<file path="src/rtl/i2c_arb_pkg.sv">
package i2c_arb_pkg;
  localparam int FLAG_W  = 3;
  localparam int F_START = 0;
  localparam int F_STOP  = 1;
  localparam int F_AL    = 2;
  typedef logic [FLAG_W-1:0] flag_vec_t;
endpackage

</file>
<file path="src/rtl/i2c_in_sync.sv">
module i2c_in_sync #(
  parameter int W      = 2,
  parameter int STAGES = 2
) (
  input  logic         clk,
  input  logic         rst_n,
  input  logic [W-1:0] d,
  output logic [W-1:0] q
);
  logic [W-1:0] stg [STAGES];

  for (genvar s = 0; s < STAGES; s++) begin : g_stage
    always_ff @(posedge clk or negedge rst_n) begin
      if (!rst_n) stg[s] <= '1;
      else if (s == 0) stg[s] <= d;
      else stg[s] <= stg[(s == 0) ? 0 : s-1];
    end
  end

  assign q = stg[STAGES-1];
endmodule

</file>
<file path="src/rtl/i2c_cond_detect.sv">
module i2c_cond_detect (
  input  logic clk,
  input  logic rst_n,
  input  logic scl_s,
  input  logic sda_s,
  output logic scl_rise,
  output logic start_det,
  output logic stop_det
);
  logic scl_q, sda_q;

  always_ff @(posedge clk or negedge rst_n) begin
    if (!rst_n) begin
      scl_q <= 1'b1;
      sda_q <= 1'b1;
    end else begin
      scl_q <= scl_s;
      sda_q <= sda_s;
    end
  end

  assign scl_rise  = scl_s & ~scl_q;
  assign start_det = scl_s & scl_q & sda_q & ~sda_s;
  assign stop_det  = scl_s & scl_q & ~sda_q & sda_s;
endmodule

</file>
<file path="src/rtl/i2c_sticky_flag.sv">
module i2c_sticky_flag (
  input  logic clk,
  input  logic rst_n,
  input  logic soft_rst,
  input  logic set_i,
  input  logic hw_clr_i,
  input  logic rd_i,
  input  logic wr0_i,
  output logic q
);
  logic armed, q_nxt;

  always_comb begin
    q_nxt = q;
    if (set_i) q_nxt = 1'b1;
    else if (hw_clr_i || (wr0_i && armed)) q_nxt = 1'b0;
  end

  always_ff @(posedge clk or negedge rst_n) begin
    if (!rst_n) begin
      q     <= 1'b0;
      armed <= 1'b0;
    end else if (soft_rst) begin
      q     <= 1'b0;
      armed <= 1'b0;
    end else begin
      q     <= q_nxt;
      armed <= q_nxt & (armed | (rd_i & q));
    end
  end
endmodule

</file>
<file path="src/rtl/i2c_arb_monitor.sv">
module i2c_arb_monitor
  import i2c_arb_pkg::*;
#(
  parameter int SYNC_STAGES = 2
) (
  input  logic              clk,
  input  logic              rst_n,
  input  logic              soft_rst,
  input  logic              scl_in,
  input  logic              sda_in,
  input  logic              sda_drive,
  input  logic              is_master,
  input  logic              is_tx,
  input  logic              ack_phase,
  input  logic              start_req,
  input  logic              start_req_set,
  input  logic              en_master,
  input  logic              en_nack,
  input  logic              en_slave,
  input  logic              rd_en,
  input  logic              wr_en,
  input  logic [FLAG_W-1:0] wr_data,
  output logic [FLAG_W-1:0] stat_o,
  output logic              bus_busy
);
  logic [1:0] pins_s;
  logic scl_s, sda_s, scl_rise, start_det, stop_det;
  logic mismatch, al_m_tx, al_m_start, al_m_busy, al_nack, al_slv, al_src_any;
  flag_vec_t set_v, hwclr_v, wr0_v;

  i2c_in_sync #(.W(2), .STAGES(SYNC_STAGES)) i_sync (
    .clk(clk), .rst_n(rst_n), .d({scl_in, sda_in}), .q(pins_s)
  );
  assign scl_s = pins_s[1];
  assign sda_s = pins_s[0];

  i2c_cond_detect i_cond (
    .clk(clk), .rst_n(rst_n), .scl_s(scl_s), .sda_s(sda_s),
    .scl_rise(scl_rise), .start_det(start_det), .stop_det(stop_det)
  );

  always_ff @(posedge clk or negedge rst_n) begin
    if (!rst_n) bus_busy <= 1'b0;
    else if (soft_rst || stop_det) bus_busy <= 1'b0;
    else if (start_det) bus_busy <= 1'b1;
  end

  assign mismatch   = sda_drive ^ sda_s;
  assign al_m_tx    = en_master & scl_rise & ~ack_phase & is_master & is_tx & mismatch;
  assign al_m_start = en_master & start_det & start_req & mismatch;
  assign al_m_busy  = en_master & start_req_set & bus_busy;
  assign al_nack    = en_nack & scl_rise & ack_phase & ~is_tx & sda_drive & ~sda_s;
  assign al_slv     = en_slave & scl_rise & ~ack_phase & ~is_master & is_tx & mismatch;
  assign al_src_any = al_m_tx | al_m_start | al_m_busy | al_nack | al_slv;

  always_comb begin
    set_v          = '0;
    hwclr_v        = '0;
    set_v[F_START] = start_det;
    set_v[F_STOP]  = stop_det;
    set_v[F_AL]    = al_src_any;
    hwclr_v[F_START] = stop_det;
  end
  assign wr0_v = {FLAG_W{wr_en}} & ~wr_data;

  for (genvar i = 0; i < FLAG_W; i++) begin : g_flag
    i2c_sticky_flag i_flag (
      .clk(clk), .rst_n(rst_n), .soft_rst(soft_rst),
      .set_i(set_v[i]), .hw_clr_i(hwclr_v[i]),
      .rd_i(rd_en), .wr0_i(wr0_v[i]), .q(stat_o[i])
    );
  end
endmodule

</file>
<file path="config.mk">
export PLATFORM = sky130hd
export DESIGN_NAME = i2c_arb_monitor
export DESIGN_NICKNAME = d
export VERILOG_FILES = /design/src/rtl/i2c_arb_pkg.sv /design/src/rtl/i2c_in_sync.sv /design/src/rtl/i2c_cond_detect.sv /design/src/rtl/i2c_sticky_flag.sv /design/src/rtl/i2c_arb_monitor.sv
export SDC_FILE = /design/constraint.sdc
export NUM_CORES = 1
export LEC_CHECK = 0
export BUFFER_PORTS_ARGS = -buffer_cell sky130_fd_sc_hd__buf_2
export CAP_MARGIN = 25
export CORE_MARGIN = 2
export CORE_UTILIZATION = 25
export CTS_CLUSTER_SIZE = 40
export DETAILED_ROUTE_END_ITERATION = 10
export PLACE_DENSITY_LB_ADDON = 0.12
export SYNTH_ARGS = -nofsm -noshare
export SYNTH_HDL_FRONTEND = slang
export SYNTH_SLANG_ARGS = --single-unit
</file>
<file path="constraint.sdc">
create_clock -name clk -period 2 [get_ports clk]
set_input_delay 0.1 -clock clk [delete_from_list [all_inputs] [get_ports clk]]
set_output_delay 0.1 -clock clk [all_outputs]
set_load 0.01 [all_outputs]
</file>
# [Word level (Yosys, flattened, before mapping)]
# Cells that the tools add are included.
[classes] bitwise_logic=48 reduce_logical=6 mux=14
[op_table] cell="$and 1x1->1" n=32
[op_table] cell="$mux 1" n=14
[op_table] cell="$or 1x1->1" n=7
[op_table] cell="$not 1->1" n=6
[op_table] cell="$and 3x3->3" n=1
[op_table] cell="$logic_and 1x1->1" n=3
[op_table] cell="$not 3->3" n=1
[op_table] cell="$logic_or 1x1->1" n=2
[op_table] cell="$reduce_bool 2->1" n=1
[op_table] cell="$xor 1x1->1" n=1
[word_totals] out_inout_bits=4 regBits=13 inputBits=19

# [Depth between registers and ports, before layout]
# Gate-level depths: netlist of run 1.
[logic_depth] word_depth=14 mapped_depth=4 mapped_depth_nobuf=4

# [Hierarchy]
# From an unflattened synthesis of run 1, not the netlist that was laid out.
[unflattened] hier_cells=52 area_unflattened_um2=606.8
[by_module_without_submodules] mod="i2c_sticky_flag" seq_area_each_um2=50.0 n_inst=3 area_per_inst_um2=88.8 cells_each=8
[by_module_without_submodules] mod="i2c_arb_monitor" seq_area_each_um2=25.0 n_inst=1 area_per_inst_um2=141.4 cells_each=17
[by_module_without_submodules] mod="i2c_in_sync" seq_area_each_um2=105.1 n_inst=1 area_per_inst_um2=120.1 cells_each=6
[by_module_without_submodules] mod="i2c_cond_detect" seq_area_each_um2=52.6 n_inst=1 area_per_inst_um2=78.8 cells_each=5

# [Worst setup path before layout of run 1]
# OpenSTA, ideal clock, no wires.
[synth_path] path_kind="register -> register" start="reg i_sync.stg, in the netlist i_sync.q[0]" end="reg g_flag[2].i_flag.armed" slack_ns=0.774 required_time_ns=1.864 stages_incl_launch_ff=5 path_buffers=1 arrival_time_ns=1.090 path_cell_list="dfstp_2 buf_2 nor4b_2 a311oi_2 a211oi_2"
[synth_between] elab_chain_len=12
[synth_lines] element="from (decl)" line_no="i2c_in_sync.sv:10" source="logic [W-1:0] stg [STAGES];"
[synth_lines] element="from (signal, indexed assignment)" line_no="i2c_in_sync.sv:16" source="else stg[s] <= stg[(s == 0) ? 0 : s-1];"
[synth_lines] element="$not 1->1" line_no="i2c_cond_detect.sv:23, i2c_arb_monitor.sv:52"
[synth_lines] element="$and 1x1->1" line_no="i2c_cond_detect.sv:23" source="assign start_det = scl_s & scl_q & sda_q & ~sda_s;"
[synth_lines] element="$and 1x1->1 (3 in series)" line_no="i2c_arb_monitor.sv:50" source="assign al_m_start = en_master & start_det & start_req & mismatch;"
[synth_lines] element="$or 1x1->1 (3 in series)" line_no="i2c_arb_monitor.sv:54" source="assign al_src_any = al_m_tx | al_m_start | al_m_busy | al_nack | al_slv;"
[synth_lines] element="$or 1x1->1 (*)" line_no="i2c_arb_monitor.sv:54"
[synth_lines] element="$mux 1 (*)" line_no="i2c_sticky_flag.sv:15" source="if (set_i) q_nxt = 1'b1;"
[synth_lines] element="$and 1x1->1 (*)" line_no="i2c_sticky_flag.sv:28" source="armed <= q_nxt & (armed | (rd_i & q));"
[synth_lines] element="$mux 1 (*)" line_no="i2c_sticky_flag.sv:23" source="end else if (soft_rst) begin"
[synth_lines] element="to (signal assigned)" line_no="i2c_sticky_flag.sv:28"
[synth_lines] element="to (decl)" line_no="i2c_sticky_flag.sv:11" source="logic armed, q_nxt;"
# Mark *: on every way between the ends. The rest lies on a longest branch, timed or not.
# A chain may end at the register's enable or synchronous reset.

# [Worst setup path in the final report of run 1]
[layout_path] start="reg i_sync.stg, in the netlist i_sync.q[1]" end="reg g_flag[2].i_flag.armed"
[layout_between] elab_chain_len=13
[layout_lines] element="$and 1x1->1 (on tied branches)" line_no="i2c_cond_detect.sv:22, i2c_cond_detect.sv:23"
[layout_lines] element="$and 1x1->1 (on tied branches) (2 in series)" line_no="i2c_arb_monitor.sv:49, i2c_cond_detect.sv:23"
[layout_lines] element="$and 1x1->1 (on tied branches) (3 in series)" line_no="i2c_arb_monitor.sv:49, i2c_arb_monitor.sv:50"
[layout_lines] element="$or 1x1->1 (3 in series)" line_no="i2c_arb_monitor.sv:54"
[layout_lines] element="$or 1x1->1 (*)" line_no="i2c_arb_monitor.sv:54"
[layout_lines] element="$mux 1 (*)" line_no="i2c_sticky_flag.sv:15"
[layout_lines] element="$and 1x1->1 (*)" line_no="i2c_sticky_flag.sv:28"
[layout_lines] element="$mux 1 (*)" line_no="i2c_sticky_flag.sv:23"
# Marked as above.

==> results.json, run 1 <==
{
  "die_w_um": 52.5,
  "drc": 0,
  "hp-class": "input port to register",
  "dp_hpwl_um": 998,
  "design_area_um2": 762,
  "antenna_found_initial": 0,
  "met2_usage": 0.150,
  "final_common_cell": "buf_2",
  "drv_cap": 0,
  "cts_tree": "yes",
  "area.growth.synth_to_final_pct": 29.6,
  "cts_buffers": 3,
  "synth_top_family_by_area": "simple AND/OR/NAND/NOR gates",
  "start_kind": "register",
  "power.leakage_nw": 0.332,
  "firstDrtPassIters": 4,
  "vias_per_cell": 4.54,
  "hold_viol": 0,
  "post-route-util": 0.344,
  "final_max_slew_viol_count": 0,
  "synth_seq_cells": 13,
  "grtUsageMet1": 0.153,
  "port-buffer-count": 22,
  "n_antenna_cell": 0,
  "critPathSlowestCell": "dfstp_2",
  "rsz0062_at_grt": "false",
  "fin_crit_ps": 1310,
  "syn_area_per_cell_um2": 11.3,
  "layout_common_cells": "22 x buf_2, 7 x dfrtp_1, 6 x dfstp_2",
  "grt_pass1_vias": 490,
  "critical_path.max_stage_delay_ps": 590,
  "cp_max_fo": 6,
  "track_usage": 0.108,
  "whs_ps": 89.7,
  "gr-usage-met3": 0.0286,
  "worstMarginPinSlew_ps": 285,
  "wl_mm": 1.28,
  "synth_cells": 52,
  "wl_per_cell_um": 12.2,
  "slew_headroom": 0.808,
  "arrival_ps": 1500,
  "busiest_layer": "met1",
  "die_area_mm2": 0.00276,
  "end_kind": "register",
  "die_h_um": 52.5,
  "start_util": 0.266,
  "synth_area_um2": 588,
  "synth_adder_area_share": 0,
  "synth_compound_area_frac": 0.157,
  "place_area_um2": 706,
  "worstPathRequired_ps": 2190,
  "status": "complete, no violations",
  "postCtsSetupBuffers": 0,
  "drtIter0Drc": 7,
  "grt_pass1_wl_mm": 2.13,
  "synth.distinct_cells": 25,
  "fin_crit_sh": 0.654,
  "layout-drive-gt1-share": 0.442,
  "htreeDepth": 1,
  "clk_pin_slew_ps": 80,
  "core_mm2": 0.00221,
  "crit_chain": "nand4b_1, nor4b_2, a311oi_2, a211oi_2",
  "finalWeightedCongestion": 0.675,
  "ys_warn_count": 0,
  "fp-row-count": 17,
  "grt_max_degree": 14,
  "ant_nets": 0,
  "via_count": 477,
  "setup_viol": 0,
  "pin_count": 23,
  "cts.sinks": 13,
  "cts-root-buf": "clkbuf_4",
  "crit_type": "register to register",
  "clock_latency_ps": 270,
  "muxShareOfSynthArea": 0.0170,
  "finalSetupTns_ps": 0,
  "ys_seq_area_frac": 0.566,
  "syn-num-nets": 71,
  "yosys.area_share.simple": 0.198,
  "power.density_mw_per_mm2": 664,
  "nNetsFinal": 97,
  "cts_buffer_depth": 2,
  "max_freq_mhz": 764,
  "grt_overflow": 0,
  "vdd_drop_max_mv": 0.292,
  "synthXorXnorAreaFrac": 0.0149,
  "finClkSkew_ps": 6.93
}
worst max-delay path: cells and delay by family (launching register included):
family | cells | cell delay [ps]
and+or+nand+nor | 2 | 370
DFF | 1 | 590
AOI/OAI and AO/OA | 2 | 270
per-stage QoR:
step / std cells / setup WS [ps] / power [W]
final: 105 / 692 / 0.000506
after global routing: 105 / 577 / 0.000544
after CTS: 105 / 664 / 0.000515
after detailed placement: 98 / 677 / 0.000351
after global placement: 98 / 706 / 0.000350
after floorplan: 52 / 774 / 0.000317
path summary, 6_finish.rpt:
check / cells after the start / start / slack [ps] / to
hold reg to reg: 0 / i_sync.stg[3]$_DFF_PN1_ / 360 / i_sync.q[1]$_DFF_PN1_
hold / removal: 2 / soft_rst / 90 / g_flag[2].i_flag.armed$_DFF_PN0_
min in group asynchronous: 2 / rst_n / 240 / g_flag[0].i_flag.armed$_DFF_PN0_
setup reg to reg: 4 / i_sync.q[1]$_DFF_PN1_ / 690 / g_flag[2].i_flag.armed$_DFF_PN0_
max in group asynchronous: 2 / rst_n / 1480 / i_cond.scl_q$_DFF_PN1_
setup / recovery: 4 / i_sync.q[1]$_DFF_PN1_ / 690 / g_flag[2].i_flag.armed$_DFF_PN0_
report_power, final:
| part | internal, W | switching [W] |
|---|---|---|
| registers | 0.000278 | 0.0000110 |
| logic | 0.0000312 | 0.0000284 |
| clock network | 0.0000770 | 0.0000805 |
| total | 0.000386 | 0.000120 |
flip-flops by register name (all words and copies together), names as in the netlist:
register             count
g_flag.i_flag.armed      3
i_sync.stg               2
g_flag.i_flag.q          3
i_sync.q                 2
i_cond.scl_q             1
i_cond.sda_q             1
bus_busy                 1
logic make-up after synthesis:
family          Yosys count
simple gates             20
compound gates           13
flops                    13
buf+inv                   4
xor+xnor                  1
mux                       1
Yosys cell counts:
master | number | share of area
a311oi_2 | 1 | 0.026
nand2_1 | 4 | 0.026
nand3b_1 | 2 | 0.026
nand3_1 | 2 | 0.017
mux2i_1 | 1 | 0.017
dfrtp_1 | 7 | 0.30
o21ai_0 | 1 | 0.0085
a22oi_1 | 1 | 0.013
and2_1 | 1 | 0.011
o21a_1 | 1 | 0.013
nor3_1 | 2 | 0.017
dfstp_2 | 6 | 0.27
xor2_1 | 1 | 0.015
nand4b_1 | 1 | 0.015
nor2b_1 | 1 | 0.011
nor4b_2 | 1 | 0.026
o22ai_1 | 1 | 0.011
nor2_1 | 5 | 0.032
buf_2 | 1 | 0.0085
a32oi_1 | 1 | 0.015
a211oi_2 | 1 | 0.021
nand4bb_1 | 1 | 0.019
a21oi_1 | 5 | 0.043
buf_4 | 3 | 0.038
o21ai_1 | 1 | 0.0085
area by class of cell:
cell class,instances,area (um2)
sequential,13,333
tap,28,35.0
timing repair buffer,25,140
multi-input combinational,35,228
clock buffer,4,26.3
fill,246,1450
metal layers:
metal	vias to the layer above	wire length, um	part of all wire
met1	216	634	0.49
met4	0	12	0.0093
met5	-	0	0
met3	2	126	0.098
li1	238	-	-
met2	21	511	0.40
timing repair:
| item | 4_1_cts | 5_1_grt |
|---|---|---|
| hold buffers | 3 | 0 |
| gates resized for setup | 0 | 0 |
| hold endpoints to repair | 15 | 0 |
No activity file was read; power rests on OpenSTA's default activity.
==> run 2: changes to the inputs <==
clock period = 1.2 ns   (was 2 ns; I/O delays follow)
==> run 2 against run 1 <==
Effect of this change:
- the run now ends with setup timing left
- wire length down 0.78%
- clock-buffer cell count unchanged
- die area stayed put
- largest power group unchanged
- via count rose by 2.3%
- clock skew shrank 5.5 ps
- non-clock buffer count rose by 5
- highest routed layer is now met3
- register-to-register slack worse by 780 ps
- fmax is 1.8% higher
- sequential cell count unchanged
- sequential power grew 65%
==> results.json, run 2 (synthesis results as in run 1) <==
{
  "p_int_w": 0.000655,
  "area.growth.synth_to_final_pct": 36.4,
  "finClkSkew_ps": 1.42,
  "core_mm2": 0.00221,
  "start_util": 0.266,
  "power.leakage_nw": 0.356,
  "nNetsFinal": 102,
  "setup_viol": 4,
  "track_usage": 0.113,
  "min_from": "soft_rst",
  "final_max_slew_viol_count": 0,
  "grt_overflow": 0,
  "worstMarginPinSlew_ps": 299,
  "status": "finished, violations left",
  "ant_nets": 0,
  "cts_tree": "yes",
  "drtIter0Drc": 5,
  "switching_share": 0.230,
  "layout_common_cells": "22 x buf_2, 7 x dfrtp_1, 6 x dfstp_2",
  "drc": 0,
  "place_area_um2": 736,
  "firstDrtPassIters": 4,
  "final_common_cell": "buf_2",
  "crit_type": "register to register",
  "dp_hpwl_mm": 1.01,
  "cts_buffer_depth": 2,
  "hp-class": "input port to register",
  "fillers": 238,
  "die_h_um": 52.5,
  "fin_crit_sh": 1.07,
  "worstPathRequired_ps": 1380,
  "ff2ff_setup_slack_ps": -80,
  "fin_ws_ps": -84.9,
  "fp-row-count": 17,
  "max_freq_mhz": 778,
  "pin_count": 23,
  "cts_buffers": 3,
  "cts-root-buf": "clkbuf_4",
  "finalWeightedCongestion": 0.696,
  "pwr-share-clk": 0.301,
  "die_area_mm2": 0.00276,
  "grt_pass1_wl_mm": 2.30,
  "n_antenna_cell": 0,
  "antenna_found_initial": 0,
  "htreeDepth": 1,
  "r2r_end": "g_flag[2].i_flag.armed$_DFF_PN0_",
  "r2r_start": "i_sync.q[1]$_DFF_PN1_",
  "dp_slack_ps": -94.7,
  "arrival_ps": 1470,
  "critPathSlowestCell": "dfstp_2",
  "cts.sinks": 13,
  "clk_pin_slew_ps": 70,
  "critical_path.max_stage_delay_ps": 560,
  "r2r_cells": 4,
  "clock_latency_ps": 260,
  "vias_per_cell": 4.44,
  "hold_viol": 0,
  "vdd_drop_max_mv": 0.602,
  "wl_mm": 1.27,
  "drv_cap": 0,
  "power.density_mw_per_mm2": 1060,
  "grt_pass1_vias": 538,
  "crit_chain": "nand4b_1, nor4b_2, a311oi_2, a211oi_2",
  "post-route-util": 0.363,
  "holdPathEnd": "g_flag[2].i_flag.armed$_DFF_PN0_",
  "via_count": 488,
  "min_path_cells": 2,
  "cp_max_fo": 4,
  "seqPwrFrac": 0.562,
  "rsz0062_at_grt": "true",
  "wl_per_cell_um": 11.6,
  "slew_headroom": 0.800,
  "power_frac_comb": 0.137,
  "violations": "setup timing",
  "start_kind": "register",
  "largestRegisters": "g_flag.i_flag.armed (3), g_flag.i_flag.q (3)",
  "port-buffer-count": 22,
  "die_w_um": 52.5,
  "p_sw_w": 0.000195,
  "fin_crit_ps": 1280,
  "grt_max_degree": 14,
  "layout-drive-gt1-share": 0.488,
  "end_kind": "register",
  "design_area_um2": 802
}
## run 2: changes by cell type in the layout (fill, tap and decap cells not counted)
cell	change
buf_4	+5
nor2_2	+1
nor2_1	-1
o21ai_0	-1
o21ai_1	+1
## run 2: critical path: cells and delay by family (launching register included)
| kind | cells | cell delay (ps) |
|---|---|---|
| flip-flops | 1 | 560 |
| AO/OA/AOI/OAI | 2 | 280 |
| AND/OR/NAND/NOR | 2 | 370 |
## run 2: what timing repair did
item,in CTS,in global routing
hold buffers,3,0
buffers inserted,1,0
setup endpoints to repair,3,6
pin swaps,1,1
hold endpoints to repair,15,0
resized for setup,1,1
## run 2: metrics by stage
stage               hold slack (ps)  total power, W  instances  TNS, ps
finish                         48.4        0.000850        110     -195
global route                   41.3        0.000915        110     -511
CTS                            46.8        0.000870        110     -286
detailed placement            -34.7        0.000593        102     -144
global placement              -34.4        0.000595        102     -118
floorplan                      -236        0.000529         52    -12.9
## run 2: worst max path at each step
stage,start,end,slack (ps),cells after the start
global route,i_sync.q[1]$_DFF_PN1_,g_flag[2].i_flag.armed$_DFF_PN0_,-160,4
CTS,i_sync.q[1]$_DFF_PN1_,g_flag[2].i_flag.armed$_DFF_PN0_,-110,4
finish,i_sync.q[1]$_DFF_PN1_,g_flag[2].i_flag.armed$_DFF_PN0_,-80,4
detailed placement,i_sync.q[1]$_DFF_PN1_,g_flag[2].i_flag.armed$_DFF_PN0_,-90,4
floorplan,i_sync.q[1]$_DFF_PN1_,g_flag[2].i_flag.armed$_DFF_PN0_,-10,4
global placement,i_sync.q[1]$_DFF_PN1_,g_flag[2].i_flag.armed$_DFF_PN0_,-70,4
## run 2: per-layer routing
metal / global-route usage / part of all wire / vias up
met2: 0.158 / 0.40 / 19
li1: - / - / 245
met1: 0.163 / 0.51 / 224
met5: 0 / 0 / -
met3: 0.0343 / 0.089 / 0
met4: 0.0385 / 0 / 0
## run 2: power by group through the flow
stage                logic, W  registers [W]  clock network (W)
finish               0.000117       0.000478           0.000255
global route         0.000133       0.000481           0.000300
detailed placement   0.000107       0.000486                  0
CTS                  0.000118       0.000478           0.000274
global placement     0.000109       0.000486                  0
floorplan           0.0000455       0.000483                  0
## run 2: final cells by class
| cell class | instances | area (um2) | area share |
|---|---|---|---|
| Tap cell | 28 | 35.0 | 0.0437 |
| Multi-Input combinational cell | 35 | 230 | 0.287 |
| Sequential cell | 13 | 333 | 0.415 |
| Clock buffer | 4 | 26.3 | 0.0328 |
| Timing Repair Buffer | 30 | 178 | 0.222 |
==> run 3: changes to the inputs <==
==> constraint.sdc (replaced) <==
create_clock -name clk -period 1.1 [get_ports clk]
set_input_delay 0.055 -clock clk [delete_from_list [all_inputs] [get_ports clk]]
set_output_delay 0.055 -clock clk [all_outputs]
set_load 0.05 [all_outputs]
==> run 3 against run 2 <==
Effect of this change:
- the flow still finishes with violations (setup timing)
- cell area is 4.5% higher
- sequential power increased by 9.0%
- via count grew 2.9%
- critical path depth is the same
- clock skew is 5.6 ps higher
- non-clock buffer count rose by 1
- critical endpoint unchanged
- clock-buffer cell count unchanged
- utilization up 1.6 points
- final cell count rose by 0.91%
- first-iteration DRC count down 40%
- fmax grew 1.0%
- worst hold slack worse by 6.8 ps
==> results.json, run 3 (synthesis results as in run 1) <==
{
  "core_mm2": 0.00221,
  "layout_common_cells": "21 x buf_2, 7 x dfrtp_1, 6 x dfstp_2",
  "r2r_cells": 4,
  "drv_cap": 0,
  "die_area_mm2": 0.00276,
  "grt_max_degree": 14,
  "via_count": 502,
  "cts.sinks": 13,
  "area.growth.synth_to_final_pct": 42.6,
  "die_h_um": 52.5,
  "final_common_cell": "buf_2",
  "vdd_drop_max_mv": 0.766,
  "fin_ws_ps": -172,
  "fin_crit_ps": 1270,
  "pin_count": 23,
  "status": "finished, violations left",
  "multi_input_area_um2": 249,
  "final_max_slew_viol_count": 0,
  "cts_buffer_depth": 2,
  "dp_hpwl_mm": 1.01,
  "grt_pass1_vias": 498,
  "end_kind": "register",
  "max_freq_mhz": 786,
  "die_w_um": 52.5,
  "holdPathEnd": "g_flag[2].i_flag.armed$_DFF_PN0_",
  "start_kind": "register",
  "firstDrtPassIters": 3,
  "finalWeightedCongestion": 0.697,
  "power.leakage_nw": 0.368,
  "setup_viol": 5,
  "htreeDepth": 1,
  "fin_crit_sh": 1.16,
  "fp-row-count": 17,
  "hp-class": "input port to register",
  "track_usage": 0.106,
  "largestRegisters": "g_flag.i_flag.armed (3), g_flag.i_flag.q (3)",
  "n_antenna_cell": 0,
  "drc": 0,
  "power.density_mw_per_mm2": 1150,
  "min_path_cells": 2,
  "final-seq-area_um2": 333,
  "ff2ff_setup_slack_ps": -170,
  "grt_pass1_wl_mm": 2.12,
  "fillers": 250,
  "slew_headroom": 0.814,
  "rsz0062_at_grt": "true",
  "r2r_end": "g_flag[2].i_flag.armed$_DFF_PN0_",
  "ant_nets": 0,
  "worstPathRequired_ps": 1290,
  "min_from": "soft_rst",
  "place_area_um2": 743,
  "wl_per_cell_um": 11.7,
  "dp.cells": 103,
  "wl_mm": 1.30,
  "cts_buffers": 3,
  "worstMarginPinSlew_ps": 279,
  "drtIter0Drc": 3,
  "start_util": 0.266,
  "cp_max_fo": 5,
  "clock_latency_ps": 270,
  "cts_tree": "yes",
  "vias_per_cell": 4.52,
  "nNetsFinal": 103,
  "clk_pin_slew_ps": 80,
  "r2r_start": "i_sync.q[1]$_DFF_PN1_",
  "stdcell_count": 111,
  "violations": "setup timing",
  "arrival_ps": 1460,
  "hold_viol": 0,
  "antenna_found_initial": 0,
  "design_area_um2": 838,
  "port-buffer-count": 22,
  "grt_overflow": 0,
  "cts-root-buf": "clkbuf_4",
  "crit_type": "register to register",
  "layout-drive-gt1-share": 0.530,
  "finClkSkew_ps": 7.07
}
==> run 3: changes by cell type in the layout (fill, tap and decap cells not counted) <==
cell / delta
a22oi_1: -1
a22oi_2: +1
a32oi_1: -1
a32oi_2: +1
buf_2: -1
buf_6: +2
o22ai_1: -1
o22ai_2: +1
==> run 3: area by class of cell <==
cell class | count | share of cell area
clock buffer | 4 | 0.0313
sequential | 13 | 0.397
timing repair buffer | 31 | 0.233
tap | 28 | 0.0418
multi-input combinational | 35 | 0.297
==> run 3: repair_timing <==
action,in CTS,in global routing
resized for setup,3,7
pin swaps,0,4
hold endpoints to repair,15,0
buffers inserted,1,1
hold buffers,3,0
endpoints found under the setup margin,6,8
==> run 3: stage by stage <==
stage | setup TNS (ps) | hold WS, ps | power, W | worst slack, ps | util
2_1_floorplan | -235 | -241 | 0.000600 | -135 | -
3_3_place_gp | -650 | -42.6 | 0.000674 | -178 | 0.336
3_5_place_dp | -631 | -40.8 | 0.000672 | -184 | 0.336
4_1_cts | -720 | 36.6 | 0.000978 | -190 | 0.370
5_1_grt | -1110 | 36.4 | 0.00103 | -259 | 0.379
6_report | -672 | 41.6 | 0.000968 | -172 | 0.379
==> run 3: worst max-delay path by stage <==
stage / endpoint / slack, ps / from
3_3_place_gp: g_flag[2].i_flag.armed$_DFF_PN0_ / -180 / i_sync.q[1]$_DFF_PN1_
5_1_grt: g_flag[2].i_flag.armed$_DFF_PN0_ / -260 / i_sync.q[1]$_DFF_PN1_
4_1_cts: g_flag[2].i_flag.armed$_DFF_PN0_ / -190 / i_sync.q[1]$_DFF_PN1_
2_1_floorplan: g_flag[2].i_flag.armed$_DFF_PN0_ / -140 / i_sync.q[1]$_DFF_PN1_
3_5_place_dp: g_flag[2].i_flag.armed$_DFF_PN0_ / -180 / i_sync.q[1]$_DFF_PN1_
6_report: g_flag[2].i_flag.armed$_DFF_PN0_ / -170 / i_sync.q[1]$_DFF_PN1_
==> run 3: worst max-delay path, stage by stage (launching register included) <==
cell and delay [ps]:
dfstp_2 570, nand4b_1 110, nor4b_2 250, a311oi_2 90, a211oi_2 180
==> run 3: power by group <==
group          leakage, nW  total [W]  internal [W]  switching (W)
logic                0.193   0.000164     0.0000785      0.0000854
registers            0.160   0.000521      0.000506      0.0000156
clock network       0.0150   0.000283      0.000140       0.000143
total                0.368   0.000968      0.000724       0.000244
==> run 3: layer usage <==
metal	wire length [um]	vias to the layer above	global-route usage
met1	613	231	0.136
met4	13	0	0.0641
met3	136	2	0.0314
met5	0	-	0
met2	532	19	0.156
li1	-	250	-
